`src/rtl/tmr_pkg.sv`:
```
`timescale 1ns/1ps
// Shared encodings and register addresses for the capture/compare timer.
package tmr_pkg;

    // Capture trigger selection per channel.
    typedef enum logic [1:0] {
        EDGE_OFF  = 2'd0,
        EDGE_RISE = 2'd1,
        EDGE_FALL = 2'd2,
        EDGE_BOTH = 2'd3
    } edge_mode_e;

    // Pin action applied on a compare match.
    typedef enum logic [1:0] {
        ACT_NONE   = 2'd0,
        ACT_TOGGLE = 2'd1,
        ACT_LOW    = 2'd2,
        ACT_HIGH   = 2'd3
    } pin_act_e;

    // Register addresses (word addresses on the timer bus).
    localparam int A_COUNT   = 0;
    localparam int A_PRESC   = 1;
    localparam int A_CAPEDGE = 2;
    localparam int A_CMPACT  = 3;
    localparam int A_FLAGS   = 4;
    localparam int A_IEN     = 5;
    localparam int A_CAP0    = 8;
    localparam int A_CMP0    = 16;

endpackage

```
`src/rtl/tmr_base.sv`:
```
`timescale 1ns/1ps
// Prescaler, free-running counter and the event taps on the counter chain.
// Assumes RTI_BASE + 3 < CNT_W so that every real-time period fits the counter.
module tmr_base #(
    parameter int CNT_W    = 16,
    parameter int RTI_BASE = 4
) (
    input  logic             clk,
    input  logic             rst_n,
    input  logic [1:0]       pre_sel,
    input  logic [1:0]       rti_sel,
    output logic [CNT_W-1:0] count,
    output logic [CNT_W-1:0] count_nxt,
    output logic             tick,
    output logic             ovf_evt,
    output logic             rti_evt
);
    localparam int PDIV_W = 4;

    logic [PDIV_W-1:0] pdiv;
    logic [CNT_W-1:0]  rti_mask;

    // Free-running prescale divider.
    always_ff @(posedge clk) begin
        if (!rst_n) pdiv <= '0;
        else        pdiv <= pdiv + PDIV_W'(1);
    end

    // Tick selection: divide by 1, 4, 8 or 16.
    always_comb begin
        case (pre_sel)
            2'd0:    tick = 1'b1;
            2'd1:    tick = &pdiv[1:0];
            2'd2:    tick = &pdiv[2:0];
            default: tick = &pdiv[3:0];
        endcase
    end

    assign count_nxt = count + CNT_W'(1);

    // Main counter, advanced only by the prescaler tick.
    always_ff @(posedge clk) begin
        if (!rst_n)    count <= '0;
        else if (tick) count <= count_nxt;
    end

    assign ovf_evt  = tick && (&count);
    assign rti_mask = (CNT_W'(1) << (RTI_BASE + int'(rti_sel))) - CNT_W'(1);
    assign rti_evt  = tick && ((count_nxt & rti_mask) == '0);

    p_hold_r1: assert property (@(posedge clk) disable iff (!rst_n)
        !tick |=> $stable(count));
    p_step_r1: assert property (@(posedge clk) disable iff (!rst_n)
        tick |=> (count == $past(count) + CNT_W'(1)));
    p_spacing_r2: assert property (@(posedge clk) disable iff (!rst_n)
        (tick && pre_sel != 2'd0) |=> (!tick || !$stable(pre_sel)));

endmodule

```
`src/rtl/tmr_capture.sv`:
```
`timescale 1ns/1ps
// One input-capture channel: synchronizer, edge detector and capture latch.
// Assumes the pin is asynchronous; it is sampled through two flops first.
module tmr_capture
    import tmr_pkg::*;
#(
    parameter int CNT_W = 16
) (
    input  logic             clk,
    input  logic             rst_n,
    input  logic             pin_in,
    input  edge_mode_e       mode,
    input  logic [CNT_W-1:0] count,
    output logic [CNT_W-1:0] cap_val,
    output logic             fire
);
    logic s1, s2, s3;
    logic rise, fall;

    // Two-flop synchronizer plus a delayed copy for edge detection.
    always_ff @(posedge clk) begin
        if (!rst_n) begin
            s1 <= 1'b0;
            s2 <= 1'b0;
            s3 <= 1'b0;
        end else begin
            s1 <= pin_in;
            s2 <= s1;
            s3 <= s2;
        end
    end

    assign rise = s2 && !s3;
    assign fall = !s2 && s3;

    // Trigger decision from the selected edge mode.
    always_comb begin
        case (mode)
            EDGE_RISE: fire = rise;
            EDGE_FALL: fire = fall;
            EDGE_BOTH: fire = rise || fall;
            default:   fire = 1'b0;
        endcase
    end

    // Capture latch.
    always_ff @(posedge clk) begin
        if (!rst_n)    cap_val <= '0;
        else if (fire) cap_val <= count;
    end

    p_latch_r4: assert property (@(posedge clk) disable iff (!rst_n)
        fire |=> (cap_val == $past(count)));
    p_keep_r5: assert property (@(posedge clk) disable iff (!rst_n)
        !fire |=> $stable(cap_val));

endmodule

```
`src/rtl/tmr_compare.sv`:
```
`timescale 1ns/1ps
// One output-compare channel: match detection and automatic pin action.
// Assumes count_nxt is the value the counter takes when tick is high.
module tmr_compare
    import tmr_pkg::*;
#(
    parameter int CNT_W = 16
) (
    input  logic             clk,
    input  logic             rst_n,
    input  logic [CNT_W-1:0] cmp_val,
    input  pin_act_e         act,
    input  logic [CNT_W-1:0] count_nxt,
    input  logic             tick,
    output logic             match,
    output logic             pin
);
    assign match = tick && (count_nxt == cmp_val);

    // Pin update on a match according to the configured action.
    always_ff @(posedge clk) begin
        if (!rst_n) begin
            pin <= 1'b0;
        end else if (match) begin
            case (act)
                ACT_TOGGLE: pin <= !pin;
                ACT_LOW:    pin <= 1'b0;
                ACT_HIGH:   pin <= 1'b1;
                default:    pin <= pin;
            endcase
        end
    end

    p_toggle_r7: assert property (@(posedge clk) disable iff (!rst_n)
        (match && act == ACT_TOGGLE) |=> (pin != $past(pin)));
    p_high_r7: assert property (@(posedge clk) disable iff (!rst_n)
        (match && act == ACT_HIGH) |=> pin);
    p_idle_r7: assert property (@(posedge clk) disable iff (!rst_n)
        !match |=> $stable(pin));

endmodule

```
`src/rtl/capcmp_timer.sv`:
```
`timescale 1ns/1ps
// Timer top: register bus, flag/enable logic, and the capture/compare channels.
// Flag layout: capture channels first, then compare, then overflow, then real-time.
// Assumes 2*N_CMP, 2*N_CAP and the flag count all fit in CNT_W bits.
module capcmp_timer
    import tmr_pkg::*;
#(
    parameter int CNT_W    = 16,
    parameter int N_CAP    = 3,
    parameter int N_CMP    = 5,
    parameter int RTI_BASE = 4,
    parameter int AW       = 5
) (
    input  logic                     clk,
    input  logic                     rst_n,
    input  logic                     bus_we,
    input  logic [AW-1:0]            bus_addr,
    input  logic [CNT_W-1:0]         bus_wdata,
    output logic [CNT_W-1:0]         bus_rdata,
    input  logic [N_CAP-1:0]         cap_pin,
    output logic [N_CMP-1:0]         cmp_pin,
    output logic [N_CAP+N_CMP+1:0]   irq_vec
);
    localparam int NF      = N_CAP + N_CMP + 2;
    localparam int OVF_BIT = N_CAP + N_CMP;
    localparam int RTI_BIT = OVF_BIT + 1;

    logic [1:0]         pre_sel, rti_sel;
    logic [2*N_CAP-1:0] cap_edge;
    logic [2*N_CMP-1:0] cmp_act;
    logic [CNT_W-1:0]   cmp_reg [N_CMP];
    logic [CNT_W-1:0]   cap_val [N_CAP];
    logic [NF-1:0]      flags, ien, set_vec, clr_vec;
    logic [N_CAP-1:0]   cap_fire;
    logic [N_CMP-1:0]   cmp_match;
    logic [CNT_W-1:0]   count, count_nxt;
    logic               tick, ovf_evt, rti_evt;
    int                 addr_i;

    assign addr_i = int'(bus_addr);

    tmr_base #(.CNT_W(CNT_W), .RTI_BASE(RTI_BASE)) u_base (
        .clk       (clk),
        .rst_n     (rst_n),
        .pre_sel   (pre_sel),
        .rti_sel   (rti_sel),
        .count     (count),
        .count_nxt (count_nxt),
        .tick      (tick),
        .ovf_evt   (ovf_evt),
        .rti_evt   (rti_evt)
    );

    for (genvar i = 0; i < N_CAP; i++) begin : g_cap
        tmr_capture #(.CNT_W(CNT_W)) u_cap (
            .clk     (clk),
            .rst_n   (rst_n),
            .pin_in  (cap_pin[i]),
            .mode    (edge_mode_e'(cap_edge[2*i +: 2])),
            .count   (count),
            .cap_val (cap_val[i]),
            .fire    (cap_fire[i])
        );
    end

    for (genvar j = 0; j < N_CMP; j++) begin : g_cmp
        tmr_compare #(.CNT_W(CNT_W)) u_cmp (
            .clk       (clk),
            .rst_n     (rst_n),
            .cmp_val   (cmp_reg[j]),
            .act       (pin_act_e'(cmp_act[2*j +: 2])),
            .count_nxt (count_nxt),
            .tick      (tick),
            .match     (cmp_match[j]),
            .pin       (cmp_pin[j])
        );
    end

    // Configuration and compare-value registers written from the bus.
    always_ff @(posedge clk) begin
        if (!rst_n) begin
            pre_sel  <= '0;
            rti_sel  <= '0;
            cap_edge <= '0;
            cmp_act  <= '0;
            ien      <= '0;
            for (int j = 0; j < N_CMP; j++) cmp_reg[j] <= '0;
        end else if (bus_we) begin
            if (addr_i == A_PRESC) begin
                pre_sel <= bus_wdata[1:0];
                rti_sel <= bus_wdata[3:2];
            end
            if (addr_i == A_CAPEDGE) cap_edge <= bus_wdata[2*N_CAP-1:0];
            if (addr_i == A_CMPACT)  cmp_act  <= bus_wdata[2*N_CMP-1:0];
            if (addr_i == A_IEN)     ien      <= bus_wdata[NF-1:0];
            for (int j = 0; j < N_CMP; j++)
                if (addr_i == A_CMP0 + j) cmp_reg[j] <= bus_wdata;
        end
    end

    assign set_vec = {rti_evt, ovf_evt, cmp_match, cap_fire};
    assign clr_vec = (bus_we && addr_i == A_FLAGS) ? bus_wdata[NF-1:0] : '0;

    // Event flags: write-one-to-clear, a new event wins over a clear.
    always_ff @(posedge clk) begin
        if (!rst_n) flags <= '0;
        else        flags <= (flags & ~clr_vec) | set_vec;
    end

    assign irq_vec = flags & ien;

    // Combinational read mux.
    always_comb begin
        bus_rdata = '0;
        if (addr_i == A_COUNT)   bus_rdata = count;
        if (addr_i == A_PRESC)   bus_rdata[3:0] = {rti_sel, pre_sel};
        if (addr_i == A_CAPEDGE) bus_rdata[2*N_CAP-1:0] = cap_edge;
        if (addr_i == A_CMPACT)  bus_rdata[2*N_CMP-1:0] = cmp_act;
        if (addr_i == A_FLAGS)   bus_rdata[NF-1:0] = flags;
        if (addr_i == A_IEN)     bus_rdata[NF-1:0] = ien;
        for (int i = 0; i < N_CAP; i++)
            if (addr_i == A_CAP0 + i) bus_rdata = cap_val[i];
        for (int j = 0; j < N_CMP; j++)
            if (addr_i == A_CMP0 + j) bus_rdata = cmp_reg[j];
    end

    p_ovf_wrap_r3: assert property (@(posedge clk) disable iff (!rst_n)
        $rose(flags[OVF_BIT]) |-> (count == '0 && $past(count) == '1));
    p_rti_needs_tick_r8: assert property (@(posedge clk) disable iff (!rst_n)
        $rose(flags[RTI_BIT]) |-> ($past(tick) && count != $past(count)));

    for (genvar k = 0; k < NF; k++) begin : g_flag_chk
        p_w1c_r9: assert property (@(posedge clk) disable iff (!rst_n)
            (bus_we && addr_i == A_FLAGS && bus_wdata[k] && !set_vec[k]) |=> !flags[k]);
        p_set_wins_r9: assert property (@(posedge clk) disable iff (!rst_n)
            set_vec[k] |=> flags[k]);
    end

endmodule

```
`config.mk`:
```
export PLATFORM = sky130hd
export DESIGN_NAME = capcmp_timer
export DESIGN_NICKNAME = d
export VERILOG_FILES = /design/src/rtl/tmr_pkg.sv /design/src/rtl/tmr_base.sv /design/src/rtl/tmr_capture.sv /design/src/rtl/tmr_compare.sv /design/src/rtl/capcmp_timer.sv
export SDC_FILE = /design/constraint.sdc
export NUM_CORES = 1
export LEC_CHECK = 0
export BUFFER_PORTS_ARGS = -buffer_cell sky130_fd_sc_hd__buf_2
export CORE_MARGIN = 3
export CORE_UTILIZATION = 41
export CTS_CLUSTER_SIZE = 40
export DETAILED_ROUTE_END_ITERATION = 10
export GPL_TIMING_DRIVEN = 0
export PLACE_DENSITY_LB_ADDON = 0.12
export SETUP_SLACK_MARGIN = 0.05
export SLEW_MARGIN = 20
export SYNTH_ARGS = -nofsm -noshare
export SYNTH_HDL_FRONTEND = slang
export SYNTH_SLANG_ARGS = --single-unit
```
`constraint.sdc`:
```
create_clock -name clk -period 3.55 [get_ports clk]
set_input_delay 0.355 -clock clk [delete_from_list [all_inputs] [get_ports clk]]
set_output_delay 0.355 -clock clk [all_outputs]
set_load 0.01 [all_outputs]
```
==> impl_metrics.env <==
export IMPL_drt_iter0_markers=1052
export IMPL_synth_main_ff_cell="dfxtp_1"
export IMPL_max_slew_margin_pct=26.3
export IMPL_tightest_slew_ns=1.10
export IMPL_dpl_hpwl_um=30600
export IMPL_tns_ns=0
export IMPL_hold_worst_slack_ns=0.0495
export IMPL_grt_max_degree=17
export IMPL_fin_crit_sh_pct=98.8
export IMPL_min_path_type="in2reg"
export IMPL_path_class="reg2out"
export IMPL_synth_seq_cells=202
export IMPL_ios=58
export IMPL_synth_cell_type_count=70
export IMPL_period_needed_ns=3.51
export IMPL_fmax_ghz=0.285
export IMPL_port_buffers=53
export IMPL_die_area_um2=29400
export IMPL_ys_warn_count=0
export IMPL_fill_cells=2520
export IMPL_cts_root_buffer="clkbuf_16"
export IMPL_endpoint_kind="output pin"
export IMPL_row_count=59
export IMPL_antenna_found_initial=0
export IMPL_routabilityCongestion=0.984
export IMPL_dpl_worst_slack_ns=-0.897
export IMPL_clk_pin_slew_ns=0.06
export IMPL_final_util_pct=49.1
export IMPL_layout_cells_non_filler=1591
export IMPL_dp_cells=1547
export IMPL_r2r_slack_ns=0.19
export IMPL_r2r_start="u_base.count[7]"
export IMPL_grt_overflow_total=0
export IMPL_drt_total_wl_um=41000
export IMPL_cts_tree="built"
export IMPL_first_pass_iters=8
export IMPL_yosysSeqAreaShare_pct=43.2
export IMPL_rsz0062_at_grt="yes"
export IMPL_wl_per_cell_um=25.8
export IMPL_synth_net_count=1194
export IMPL_critPathMaxFanout=10
export IMPL_clk_latency_ns=0.54
export IMPL_synth_edff_count=80
export IMPL_async_flop_share_pct=0
export IMPL_grt_usage_pct=27.7
export IMPL_largest_register_ffs=80
export IMPL_drv_cap=0
export IMPL_synth_area_um2=11200
export IMPL_finalHoldViolCount=0
export IMPL_finalClockSkew_ns=0.0350
export IMPL_post_route_drc_count=0
export IMPL_area_delta_synth_final_pct=15.7
export IMPL_vias=9530
export IMPL_leakagePower_nw=4.87
export IMPL_slew_viol_final=0
export IMPL_hp_start="cap_pin[1]"
export IMPL_p_per_area_nw_per_um2=433
export IMPL_antenna_cells=0
export IMPL_status="completed"
export IMPL_clk_path_buf_depth=3
export IMPL_crit_required_ns=3.19
export IMPL_cts_inserted_buffers=24
export IMPL_netlist_area_leader_share_pct=21.8
export IMPL_fp_dieH_um=171
export IMPL_initial_utilization_pct=42.4
export IMPL_grt_pass1_vias=8863
export IMPL_fin_ws_ns=0.0428
export IMPL_ir_drop_mv=0.415
export IMPL_layout_nets=1276
export IMPL_syn_avg_cell_area_um2=9.70
export IMPL_drive_gt1_share_pct=13.7
export IMPL_cts_hold_buf=0
export IMPL_coreArea_um2=26400
export IMPL_postSynthCellCount=1156
export IMPL_arrival_ns=3.15
export IMPL_setup_viol=0
export IMPL_clkSinkCount=202
export IMPL_critPathLaunch="u_base.count[7]"
export IMPL_drtAntennaViolNets=0
export IMPL_grt_pass1_wl_um=59700
export IMPL_synth_top_area_cell="dfxtp_1"
export IMPL_synth_area_top_cells="dfxtp_1 22%, edfxtp_1 21%, mux2i_1 5.8%"
export IMPL_htreeDepth=1
export IMPL_viasPerCell=5.99
export IMPL_die_width_um=171
export IMPL_cp_start_kind="register"
==> per-stage QoR <==
stage / total power [mW] / cell area [µm²]
final: 5.61 / 13000
after detailed placement: 3.06 / 11900
after CTS: 5.65 / 12900
after global routing: 5.78 / 13000
after global placement: 3.06 / 11900
after floorplan: 2.86 / 11200
==> power breakdown <==
part | switching [mW] | internal, mW | total [mW] | leakage [nW]
clock | 1.00 | 1.57 | 2.57 | 0.417
combinational | 0.301 | 0.173 | 0.474 | 2.71
sequential | 0.0782 | 2.49 | 2.56 | 1.75
total | 1.38 | 4.23 | 5.61 | 4.87
==> routing by layer <==
| metal | up-vias | track usage, % | wire length [µm] |
|---|---|---|---|
| li1 | 4347 | - | - |
| met1 | 4641 | 39.6 | 18100 |
| met2 | 463 | 42.2 | 17700 |
| met3 | 79 | 5.88 | 3670 |
| met4 | 0 | 8.75 | 1530 |
| met5 | - | 0 | 0 |
==> final timing paths <==
kind                                           end  cells past startpoint
worst max-delay path                  bus_rdata[7]                      9
worst min-delay path             g_cap[1].u_cap.s1                      2
worst max register to register  g_cmp[4].u_cmp.pin                      8
worst min register to register   g_cap[0].u_cap.s2                      1
==> cell usage after synthesis (11+ instances only) <==
| cell | instances |
|---|---|
| a22oi_1 | 19 |
| and2_1 | 64 |
| clkbuf_1 | 57 |
| xnor3_1 | 13 |
| nor3_1 | 16 |
| xnor2_1 | 69 |
| ha_1 | 11 |
| nand2b_1 | 14 |
| dfxtp_1 | 122 |
| nor4_1 | 14 |
| mux2i_1 | 65 |
| a21oi_1 | 37 |
| edfxtp_1 | 80 |
| nor2b_1 | 75 |
| nand3_1 | 32 |
| nor2_1 | 41 |
| inv_1 | 14 |
| o21ai_0 | 36 |
| xor2_1 | 17 |
| nand2_1 | 130 |
| a21boi_0 | 31 |
| o22ai_1 | 18 |
| buf_1 | 11 |
| nand4_1 | 22 |
==> critical path: stages, from the launching register on <==
cell       delay [ns]
dfxtp_1          0.31
clkbuf_1         0.31
clkbuf_2         0.37
o2bb2ai_1        0.20
nand2_1          0.07
a22oi_1          0.16
a2111oi_2        0.62
a21oi_1          0.10
a221o_1          0.30
buf_2            0.15
==> layout by cell type (no fill, tap or decap), types with 6 or more instances in the layout <==
| cell type | Yosys | final |
|---|---|---|
| nand2_1 | 130 | 129 |
| dfxtp_1 | 122 | 121 |
| edfxtp_1 | 80 | 80 |
| nor2b_1 | 75 | 75 |
| xnor2_1 | 69 | 69 |
| buf_2 | 10 | 66 |
| mux2i_1 | 65 | 65 |
| and2_1 | 64 | 64 |
| clkbuf_1 | 57 | 46 |
| nor2_1 | 41 | 39 |
| a21oi_1 | 37 | 36 |
| o21ai_0 | 36 | 36 |
| nand3_1 | 32 | 31 |
| a21boi_0 | 31 | 31 |
| clkbuf_16 | 0 | 24 |
| nand4_1 | 22 | 22 |
| a22oi_1 | 19 | 19 |
| o22ai_1 | 18 | 18 |
| xor2_1 | 17 | 17 |
| nand2b_1 | 14 | 14 |
| inv_1 | 14 | 14 |
| xnor3_1 | 13 | 13 |
| clkbuf_2 | 0 | 12 |
| nor3_1 | 16 | 11 |
| ha_1 | 11 | 11 |
| a31oi_1 | 10 | 10 |
| a222oi_1 | 10 | 10 |
| nand3b_1 | 10 | 10 |
| nor4_1 | 14 | 8 |
| buf_1 | 11 | 8 |
| buf_4 | 5 | 7 |
| and3_1 | 6 | 6 |
| a221oi_1 | 6 | 6 |
==> what timing repair did <==
item | CTS | global route
resized for setup | 31 | 13
setup buffers | 1 | 0
pin swaps | 2 | 1
endpoints found under the setup margin | 26 | 66
hold endpoints to repair | 0 | 0
==> layout make-up <==
| class | instances | area, µm² | share of cell area [%] |
|---|---|---|---|
| Inverter | 14 | 52.6 | 0.405 |
| Tap cell | 335 | 419 | 3.23 |
| Clock inverter | 13 | 165 | 1.27 |
| Sequential cell | 202 | 4850 | 37.4 |
| Multi-Input combinational cell | 857 | 6150 | 47.4 |
| Timing Repair Buffer | 58 | 313 | 2.41 |
| Clock buffer | 31 | 677 | 5.22 |
| Buffer | 81 | 353 | 2.72 |
==> kinds of logic after synthesis <==
family | Yosys count | synth area share, %
AND/OR/NAND/NOR | 450 | 21.6
multiplexers | 74 | 7.04
buffers and inverters | 97 | 3.53
adder cells (fa/ha/maj) | 11 | 1.23
AO/OA/AOI/OAI | 222 | 13.9
XOR/XNOR | 100 | 9.54
flip-flops | 202 | 43.2
Power figures use the tool's default switching activity.
